**src/rtl/pmp_rf_pkg.sv**
```systemverilog
package pmp_rf_pkg;

    localparam logic [11:0] CFG_BASE   = 12'h3A0;
    localparam logic [11:0] ADDR_BASE  = 12'h3B0;
    localparam int          ADDR_SLOTS = 64;
    localparam logic [7:0]  CFG_KEEP   = 8'h9F;  // bits 6:5 reserved
    localparam int          LOCK_BIT   = 7;

    typedef struct packed {
        logic       cfg_hit;
        logic [3:0] cfg_idx;
        logic       addr_hit;
        logic [5:0] addr_idx;
    } csr_sel_t;

    // configuration CSR index that carries a given entry
    function automatic int cfg_csr_of(input int entry, input int xlen);
        return (xlen == 64) ? (entry / 8) * 2 : entry / 4;
    endfunction

    // byte lane of a given entry inside its configuration CSR
    function automatic int lane_of(input int entry, input int xlen);
        return entry % (xlen / 8);
    endfunction

endpackage

```
**src/rtl/pmp_csr_decode.sv**
```systemverilog
module pmp_csr_decode
    import pmp_rf_pkg::*;
(
    input  logic [11:0] csr_addr,
    output csr_sel_t    sel
);
    logic [11:0] addr_off;

    always_comb begin
        addr_off     = csr_addr - ADDR_BASE;
        sel.cfg_hit  = (csr_addr[11:4] == CFG_BASE[11:4]);
        sel.cfg_idx  = csr_addr[3:0];
        sel.addr_hit = (addr_off[11:6] == 6'd0);
        sel.addr_idx = addr_off[5:0];
    end
endmodule

```
**src/rtl/pmp_entry.sv**
```systemverilog
module pmp_entry #(
    parameter int XLEN = 32
) (
    input  logic            clk,
    input  logic            rst_n,
    input  logic            cfg_we,
    input  logic [7:0]      cfg_wbyte,
    input  logic            addr_we,
    input  logic [XLEN-1:0] addr_wdata,
    output logic [7:0]      cfg_q,
    output logic [XLEN-1:0] addr_q
);
    import pmp_rf_pkg::*;

    typedef struct packed {
        logic [7:0]      cfg;
        logic [XLEN-1:0] addr;
    } ent_t;

    ent_t state_d, state_q;

    always_comb begin
        state_d = state_q;
        if (!state_q.cfg[LOCK_BIT]) begin
            if (cfg_we) begin
                state_d.cfg = cfg_wbyte & CFG_KEEP;
            end
            if (addr_we) begin
                state_d.addr = addr_wdata;
            end
        end
    end

    always_ff @(posedge clk or negedge rst_n) begin
        if (!rst_n) begin
            state_q <= '0;
        end else begin
            state_q <= state_d;
        end
    end

    assign cfg_q  = state_q.cfg;
    assign addr_q = state_q.addr;
endmodule

```
**src/rtl/pmp_read_mux.sv**
```systemverilog
module pmp_read_mux
    import pmp_rf_pkg::*;
#(
    parameter int XLEN        = 32,
    parameter int NUM_ENTRIES = 16
) (
    input  csr_sel_t                     sel,
    input  logic [NUM_ENTRIES*8-1:0]    entry_cfg,
    input  logic [NUM_ENTRIES*XLEN-1:0] entry_addr,
    output logic [XLEN-1:0]             rdata
);
    always_comb begin
        rdata = '0;
        for (int e = 0; e < NUM_ENTRIES; e++) begin
            if (sel.cfg_hit && sel.cfg_idx == 4'(cfg_csr_of(e, XLEN))) begin
                rdata = rdata | (XLEN'(entry_cfg[e*8 +: 8]) << (lane_of(e, XLEN) * 8));
            end
            if (sel.addr_hit && sel.addr_idx == 6'(e)) begin
                rdata = rdata | entry_addr[e*XLEN +: XLEN];
            end
        end
    end
endmodule

```
**src/rtl/pmp_regfile.sv**
```systemverilog
module pmp_regfile #(
    parameter int XLEN        = 32,
    parameter int NUM_ENTRIES = 16
) (
    input  logic                        clk,
    input  logic                        rst_n,
    input  logic                        csr_we,
    input  logic [11:0]                 csr_addr,
    input  logic [XLEN-1:0]             csr_wdata,
    output logic [XLEN-1:0]             csr_rdata,
    output logic [NUM_ENTRIES*8-1:0]    entry_cfg,
    output logic [NUM_ENTRIES*XLEN-1:0] entry_addr
);
    import pmp_rf_pkg::*;

    localparam int LANES = XLEN / 8;

    initial begin
        if (XLEN != 32 && XLEN != 64) $error("XLEN must be 32 or 64");
        if (NUM_ENTRIES < 1 || NUM_ENTRIES > ADDR_SLOTS) $error("NUM_ENTRIES must be 1..64");
    end

    csr_sel_t sel;

    pmp_csr_decode u_decode (
        .csr_addr (csr_addr),
        .sel      (sel)
    );

    for (genvar n = 0; n < NUM_ENTRIES; n++) begin : g_entry
        localparam int CSR_I = cfg_csr_of(n, XLEN);
        localparam int LANE  = lane_of(n, XLEN);
        logic cfg_we_n, addr_we_n;

        assign cfg_we_n  = csr_we && sel.cfg_hit  && (sel.cfg_idx  == 4'(CSR_I));
        assign addr_we_n = csr_we && sel.addr_hit && (sel.addr_idx == 6'(n));

        pmp_entry #(.XLEN(XLEN)) u_entry (
            .clk        (clk),
            .rst_n      (rst_n),
            .cfg_we     (cfg_we_n),
            .cfg_wbyte  (csr_wdata[LANE*8 +: 8]),
            .addr_we    (addr_we_n),
            .addr_wdata (csr_wdata),
            .cfg_q      (entry_cfg[n*8 +: 8]),
            .addr_q     (entry_addr[n*XLEN +: XLEN])
        );
    end

    pmp_read_mux #(.XLEN(XLEN), .NUM_ENTRIES(NUM_ENTRIES)) u_rmux (
        .sel        (sel),
        .entry_cfg  (entry_cfg),
        .entry_addr (entry_addr),
        .rdata      (csr_rdata)
    );

    if (LANES != 4 && LANES != 8) begin : g_bad_width
        initial $error("unsupported lane count");
    end
endmodule

```
**config.mk**
```make
export PLATFORM = sky130hd
export DESIGN_NAME = pmp_regfile
export DESIGN_NICKNAME = d
export VERILOG_FILES = /design/src/rtl/pmp_rf_pkg.sv /design/src/rtl/pmp_csr_decode.sv /design/src/rtl/pmp_entry.sv /design/src/rtl/pmp_read_mux.sv /design/src/rtl/pmp_regfile.sv
export SDC_FILE = /design/constraint.sdc
export NUM_CORES = 1
export LEC_CHECK = 0
export BUFFER_PORTS_ARGS = -buffer_cell sky130_fd_sc_hd__buf_2
export CORE_AREA = 2 2 277 279
export DETAILED_ROUTE_END_ITERATION = 10
export DIE_AREA = 0 0 279 281
export PLACE_DENSITY = 0.61
export REMOVE_ABC_BUFFERS = 1
export SETUP_SLACK_MARGIN = 0.02
export SLEW_MARGIN = 10
export SYNTH_ARGS = -nofsm -noshare
export SYNTH_HDL_FRONTEND = slang
export SYNTH_SLANG_ARGS = --single-unit
```
**constraint.sdc**
```tcl
create_clock -name clk -period 2.4 [get_ports clk]
set_input_delay 0.36 -clock clk [delete_from_list [all_inputs] [get_ports clk]]
set_output_delay 0.36 -clock clk [all_outputs]
set_load 0.01 [all_outputs]
```
Word level (Yosys, flattened, before mapping)
Cells that the tools add are included.
{"block": "totals", "regBits": 608, "output_inout_bits": 672, "wordCells": 272}
{"block": "classes", "addsub": 1, "muxes": 80, "n_bitwise": 47, "reduce_logical": 77, "eq_ne": 19}
{"cell": "$mux W32", "n": 47}
{"cell": "$mux W40", "n": 16}
{"cell": "$or A32 B32 Y32", "n": 20}
{"cell": "$mux W8", "n": 17}
{"cell": "$or A32 B16 Y32", "n": 4}
{"cell": "$or A32 B24 Y32", "n": 4}
{"cell": "$or A32 B8 Y32", "n": 3}
{"cell": "$reduce_and A2 Y1", "n": 32}
{"cell": "$eq A6 B4 Y1 const B", "n": 8}
{"cell": "$logic_and A1 B1 Y1", "n": 42}
{"cell": "$eq A6 B3 Y1 const B", "n": 4}
{"cell": "$not A1 Y1", "n": 16}
{"cell": "$eq A6 B2 Y1 const B", "n": 2}
{"cell": "$logic_not A6 Y1", "n": 2}
{"cell": "$sub A12 B10 Y12 const B", "n": 1}
{"cell": "$eq A4 B2 Y1 const B", "n": 2}
{"cell": "$eq A8 B6 Y1 const B", "n": 1}
{"cell": "$eq A6 B1 Y1 const B", "n": 1}
{"cell": "$eq A4 B1 Y1 const B", "n": 1}
{"cell": "$logic_not A4 Y1", "n": 1}

Longest topological paths before layout
{"block": "logic_depth", "word_depth": 65, "depth_mapped": 10}

By module
A second synthesis with hierarchy kept.
{"block": "unflattened", "cells_unflattened": 2179, "area_unflattened_um2": 31142.4}
{"module": "pmp_entry", "cells_each": 85, "area_per_inst_um2": 1590.3, "n_inst": 16}
{"module": "pmp_read_mux", "cells_each": 761, "area_per_inst_um2": 5326.4, "n_inst": 1}
{"module": "pmp_csr_decode", "cells_each": 26, "area_per_inst_um2": 186.4, "n_inst": 1}
{"module": "pmp_regfile", "cells_each": 32, "area_per_inst_um2": 185.2, "n_inst": 1}

Worst setup path after synthesis
Ideal clock, no wire load.
{"block": "synth_path", "kind": "input-to-output", "from": "in csr_addr[0]", "to": "out csr_rdata[9]", "stages": 8, "setup_slack_ns": -0.060, "arrival_ns": 2.100, "path_cell_list": "buf_4 > buf_4 > buf_4 > buf_2 > buf_2 > mux2_2 > a222oi_1 > o21ai_0"}
{"block": "synth_via", "elab_chain_len": 64, "elab_cells_between_ends": 103}
{"item": "from (decl)", "line_no": "pmp_regfile.sv:8", "text": "input logic [11:0] csr_addr,"}
{"item": "$sub A12 B10 Y12", "line_no": "pmp_csr_decode.sv:10", "text": "addr_off = csr_addr - ADDR_BASE;"}
{"item": "$logic_not A6 Y1 (on tied branches)", "line_no": "pmp_csr_decode.sv:13, pmp_read_mux.sv:18"}
{"item": "$logic_and A1 B1 Y1", "line_no": "pmp_read_mux.sv:18", "text": "if (sel.addr_hit && sel.addr_idx == 6'(e)) begin"}
{"item": "$mux W32", "line_no": "pmp_read_mux.sv:18"}
{"item": "$or A32 B16 Y32", "line_no": "pmp_read_mux.sv:16", "text": "rdata = rdata | (XLEN'(entry_cfg[e*8 +: 8]) << (lane_of(e, XLEN) * 8));"}
{"item": "$mux W32", "line_no": "pmp_read_mux.sv:15", "text": "if (sel.cfg_hit && sel.cfg_idx == 4'(cfg_csr_of(e, XLEN))) begin"}
{"item": "$or A32 B32 Y32", "line_no": "pmp_read_mux.sv:19", "text": "rdata = rdata | entry_addr[e*XLEN +: XLEN];"}
{"item": "$mux W32", "line_no": "pmp_read_mux.sv:18"}
{"item": "[48 not listed]"}
{"item": "$or A32 B24 Y32", "line_no": "pmp_read_mux.sv:16"}
{"item": "$mux W32", "line_no": "pmp_read_mux.sv:15"}
{"item": "$or A32 B32 Y32", "line_no": "pmp_read_mux.sv:19"}
{"item": "$mux W32", "line_no": "pmp_read_mux.sv:18"}
{"item": "$or A32 B32 Y32", "line_no": "pmp_read_mux.sv:16"}
{"item": "$mux W32", "line_no": "pmp_read_mux.sv:15"}
{"item": "$or A32 B32 Y32", "line_no": "pmp_read_mux.sv:19"}
{"item": "$mux W32 (*)", "line_no": "pmp_read_mux.sv:18"}
{"item": "to (decl)", "line_no": "pmp_regfile.sv:10", "text": "output logic [XLEN-1:0] csr_rdata,"}
Every way passes the cells marked *; elsewhere a longest branch is shown, timed or not.

Worst setup path after layout
{"block": "layout_path", "from": "reg g_entry[14].u_entry.state_q (netlist bit g_entry[14].u_entry.cfg_q[4])", "to": "out csr_rdata[20]"}
{"block": "layout_via", "elab_chain_len": 8}
{"item": "from (decl)", "line_no": "pmp_entry.sv:20", "text": "ent_t state_d, state_q;"}
{"item": "from (signal assigned)", "line_no": "pmp_entry.sv:38", "text": "state_q <= state_d;"}
{"item": "$or A32 B24 Y32 (*)", "line_no": "pmp_read_mux.sv:16"}
{"item": "$mux W32 (*)", "line_no": "pmp_read_mux.sv:15"}
{"item": "$or A32 B32 Y32", "line_no": "pmp_read_mux.sv:19"}
{"item": "$mux W32 (*)", "line_no": "pmp_read_mux.sv:18"}
{"item": "$or A32 B32 Y32", "line_no": "pmp_read_mux.sv:16"}
{"item": "$mux W32 (*)", "line_no": "pmp_read_mux.sv:15"}
{"item": "$or A32 B32 Y32", "line_no": "pmp_read_mux.sv:19"}
{"item": "$mux W32 (*)", "line_no": "pmp_read_mux.sv:18"}
Marks and branches as above.

==> impl_metrics.csv <==
group,metric,value,unit
run_status,outcome,"complete, but fails checks",
run_status,violations,"setup timing",
cts,cts_max_level,3,
route,wl_per_cell,35.9,um
worst_setup_path,reg2reg_setup_slack,0.49,ns
route,drt_wl_total,152000,um
cells_and_area,final_area,0.0410,mm^2
floorplan,die_w,279,um
job,cap_viol_max_count,0,
route,vias,25800,
timing,timing.final.setup_violations,32,
floorplan,core,0.0754,mm^2
yosys,seq_area_frac_synth,52.6,%
yosys,synth-edff-count,0,
pwr,power,0.0225,W
cts,cts_root_buf,"clkbuf_16",
worst_setup_path,reg2reg_to,"g_entry[12].u_entry.addr_q[12]",
worst_setup_path,crit_path_end_kind,"output pin",
place,routabilityCongestion,0.952,
worst_setup_path,start_kind,"flop",
yosys,syn-cell-area,0.0289,mm^2
yosys,synth_seq_cells,608,
timing,drv_slew,0,
route,drtAntennaViolNets,0,
timing,relSlewSlack,55.7,%
floorplan,io_pins,719,
place,place_area,0.0369,mm^2
timing,clock_skew,0.0215,ns
timing,max_freq,356,MHz
worst_setup_path,crit_type,"reg -> out",
cells_and_area,area_growth,42.0,%
global_route,grt_start_max_net_pins,95,
global_route,grt_pass1_vias,26300,
worst_setup_path,critPathLaunch,"g_entry[14].u_entry.cfg_q[4]",
timing,finalHoldViolations,0,
cts,cts.sinks,608,
global_route,gr-usage-all-layers,37.8,%
floorplan,die_h,281,um
route,via_per_inst,6.07,
global_route,antenna_found_initial,8,
yosys,ys_warn_count,0,
yosys,synthArstFlopShare,100,%
floorplan,die-area,0.0784,mm^2
worst_setup_path,rr_worst_depth,6,
worst_setup_path,cp_max_fo,3,
timing,post-route-period-util,117,%
timing,rsz0062_at_grt,"yes",
cells_and_area,final_cell_mix,"buf_2, dfrtp_1, mux2_2, buf_4, mux2i_1",
timing,period_minus_slack,2.81,ns
route,firstDrtPassIters,8,
cts,cts_tree,"done",
cells_and_area,fill_cells,6461,
pwr,ir_worst_vdd,0.000469,V
cells_and_area,fin_nets,3263,
timing,tightest_slew,0.664,ns
cts,cts_max_path_buffers,3,
route,drt_iter0_markers,2497,
global_route,grt_pass1_wl,207000,um
route,drc,0,
cts,clock_latency,0.63,ns
yosys,yosysUniqueCellTypes,85,
hold_path,min_path_type,"in -> reg",
place,numPortBuffers,686,
cells_and_area,final_common_cell,"buf_2",
place,hpwl,115000,um
worst_setup_path,required,2.04,ns
pwr,power_density,549,mW/mm^2
yosys,netlist_instances,2155,
cells_and_area,fin_util,54.4,%
timing,setup_slack,-0.412,ns
floorplan,start_util,38.3,%
yosys,syn_avg_cell_area,13.4,um^2
cts,cts_made_buffers,71,
cells_and_area,drive_gt1_share,63.7,%
worst_setup_path,cp.arrival,2.45,ns
worst_setup_path,reg2reg_from,"g_entry[12].u_entry.cfg_q[7]",
pwr,p_leak,21.8,nW
global_route,grt_overflow_total,0,
yosys,synth_ff_type,"dfrtp_1",
cts,clk_pin_slew_worst_paths,0.06,ns
floorplan,fp-row-count,101,
worst_setup_path,cp-endpoint,"csr_rdata[20]",
==> per-layer routing <==
layer / global-route usage, % / part of all wire [%] / up-vias
li1: - / - / 10200
met1: 46.0 / 38 / 13500
met2: 60.5 / 46 / 1645
met3: 11.1 / 9.5 / 426
met4: 20.8 / 6.1 / 8
met5: 0 / 0.030 / -
==> synthesized netlist by cell type, types with 9 or more instances <==
cell type  instances  area share, %
dfrtp_1          608             53
mux2_2           596             23
mux2i_1          110            3.8
clkbuf_1          91            1.2
buf_2             69            1.2
buf_4             64            1.7
nand2_1           53           0.69
a22oi_1           49            1.3
mux2_1            26            1.0
nor3_1            26           0.45
o21ai_0           26           0.45
a22o_1            25           0.76
nand3_1           25           0.43
nor2_1            20           0.26
nand4_1           19           0.41
a21oi_1           18           0.31
and3_1            17           0.37
a32oi_1           16           0.48
o22ai_1           16           0.35
nor2_4            13           0.51
o32ai_1           13           0.39
a221oi_1          12           0.36
a222oi_1          12           0.42
nand3b_1          12           0.31
o21bai_1          12           0.31
nor4_1            11           0.24
nand2b_1           9           0.19
==> sequential cells by signal, indices dropped and copies added, names as in the netlist <==
register / cells
g_entry.u_entry.cfg_q: 96
g_entry.u_entry.addr_q: 512
==> area by class of cell <==
class | instances | area (um^2) | share of cell area, %
clock buffers | 109 | 2060 | 5.02
diodes | 1 | 2.50 | 0.00610
well taps | 978 | 1220 | 2.98
clock inverters | 14 | 148 | 0.360
inverters | 3 | 11.3 | 0.0274
flip-flops and latches | 608 | 15200 | 37.1
repair buffers | 1187 | 8810 | 21.5
multi-input cells | 1345 | 13600 | 33.1
==> worst max-delay path, stage by stage (launching register included) <==
cell and delay, ns:
dfrtp_1 0.41, mux4_2 0.51, a222oi_1 0.32, nor4bb_2 0.28
o21ai_1 0.14, buf_2 0.17
==> logic make-up after synthesis <==
logic type      count (synthesis)  share of synthesized area (%)
flops                         608                           52.6
simple gates                  293                           6.99
mux                           739                           28.6
compound gates                281                           7.59
buf+inv                       233                           4.16
other cells                     1                         0.0130
==> report_power, final <==
| group | total [W] | internal, W | leakage, nW | switching, W |
|---|---|---|---|---|
| clock | 0.0105 | 0.00612 | 1.08 | 0.00442 |
| sequential | 0.0103 | 0.0103 | 8.48 | 0.0000479 |
| combinational | 0.00166 | 0.000563 | 12.3 | 0.00109 |
| total | 0.0225 | 0.0170 | 21.8 | 0.00557 |
==> what timing repair did <==
item | CTS | global route
cloned | 3 | 1
gates resized for setup | 208 | 76
hold buffers | 1 | 0
pin swaps | 87 | 65
buffers inserted | 66 | 25
setup endpoints to repair | 32 | 47
hold endpoints to repair | 24 | 0
==> worst min-delay path by stage <==
stage	depth (start not counted)	to	from	slack [ns]
finish	3	g_entry[1].u_entry.addr_q[5]	csr_wdata[5]	0.15
CTS	3	g_entry[1].u_entry.addr_q[5]	csr_wdata[5]	0.10
detailed placement	1	g_entry[10].u_entry.addr_q[0]	rst_n	0.33
global route	3	g_entry[1].u_entry.addr_q[5]	csr_wdata[5]	0.19
floorplan	0	g_entry[0].u_entry.addr_q[0]	rst_n	0.06
global placement	1	g_entry[10].u_entry.addr_q[0]	rst_n	0.33
==> stage by stage <==
step | worst slack [ns] | cells | TNS (ns) | hold slack, ns
2_1_floorplan | -3.12 | 1956 | -993.87 | 0.0644
3_3_place_gp | -0.616 | 4039 | -222.98 | 0.327
3_5_place_dp | -0.630 | 4039 | -230.14 | 0.330
4_1_cts | -0.418 | 4226 | -7.99 | 0.104
5_1_grt | -0.485 | 4244 | -8.54 | 0.190
6_report | -0.412 | 4245 | -7.57 | 0.154
Note: power is estimated with default switching activity, not from simulation.
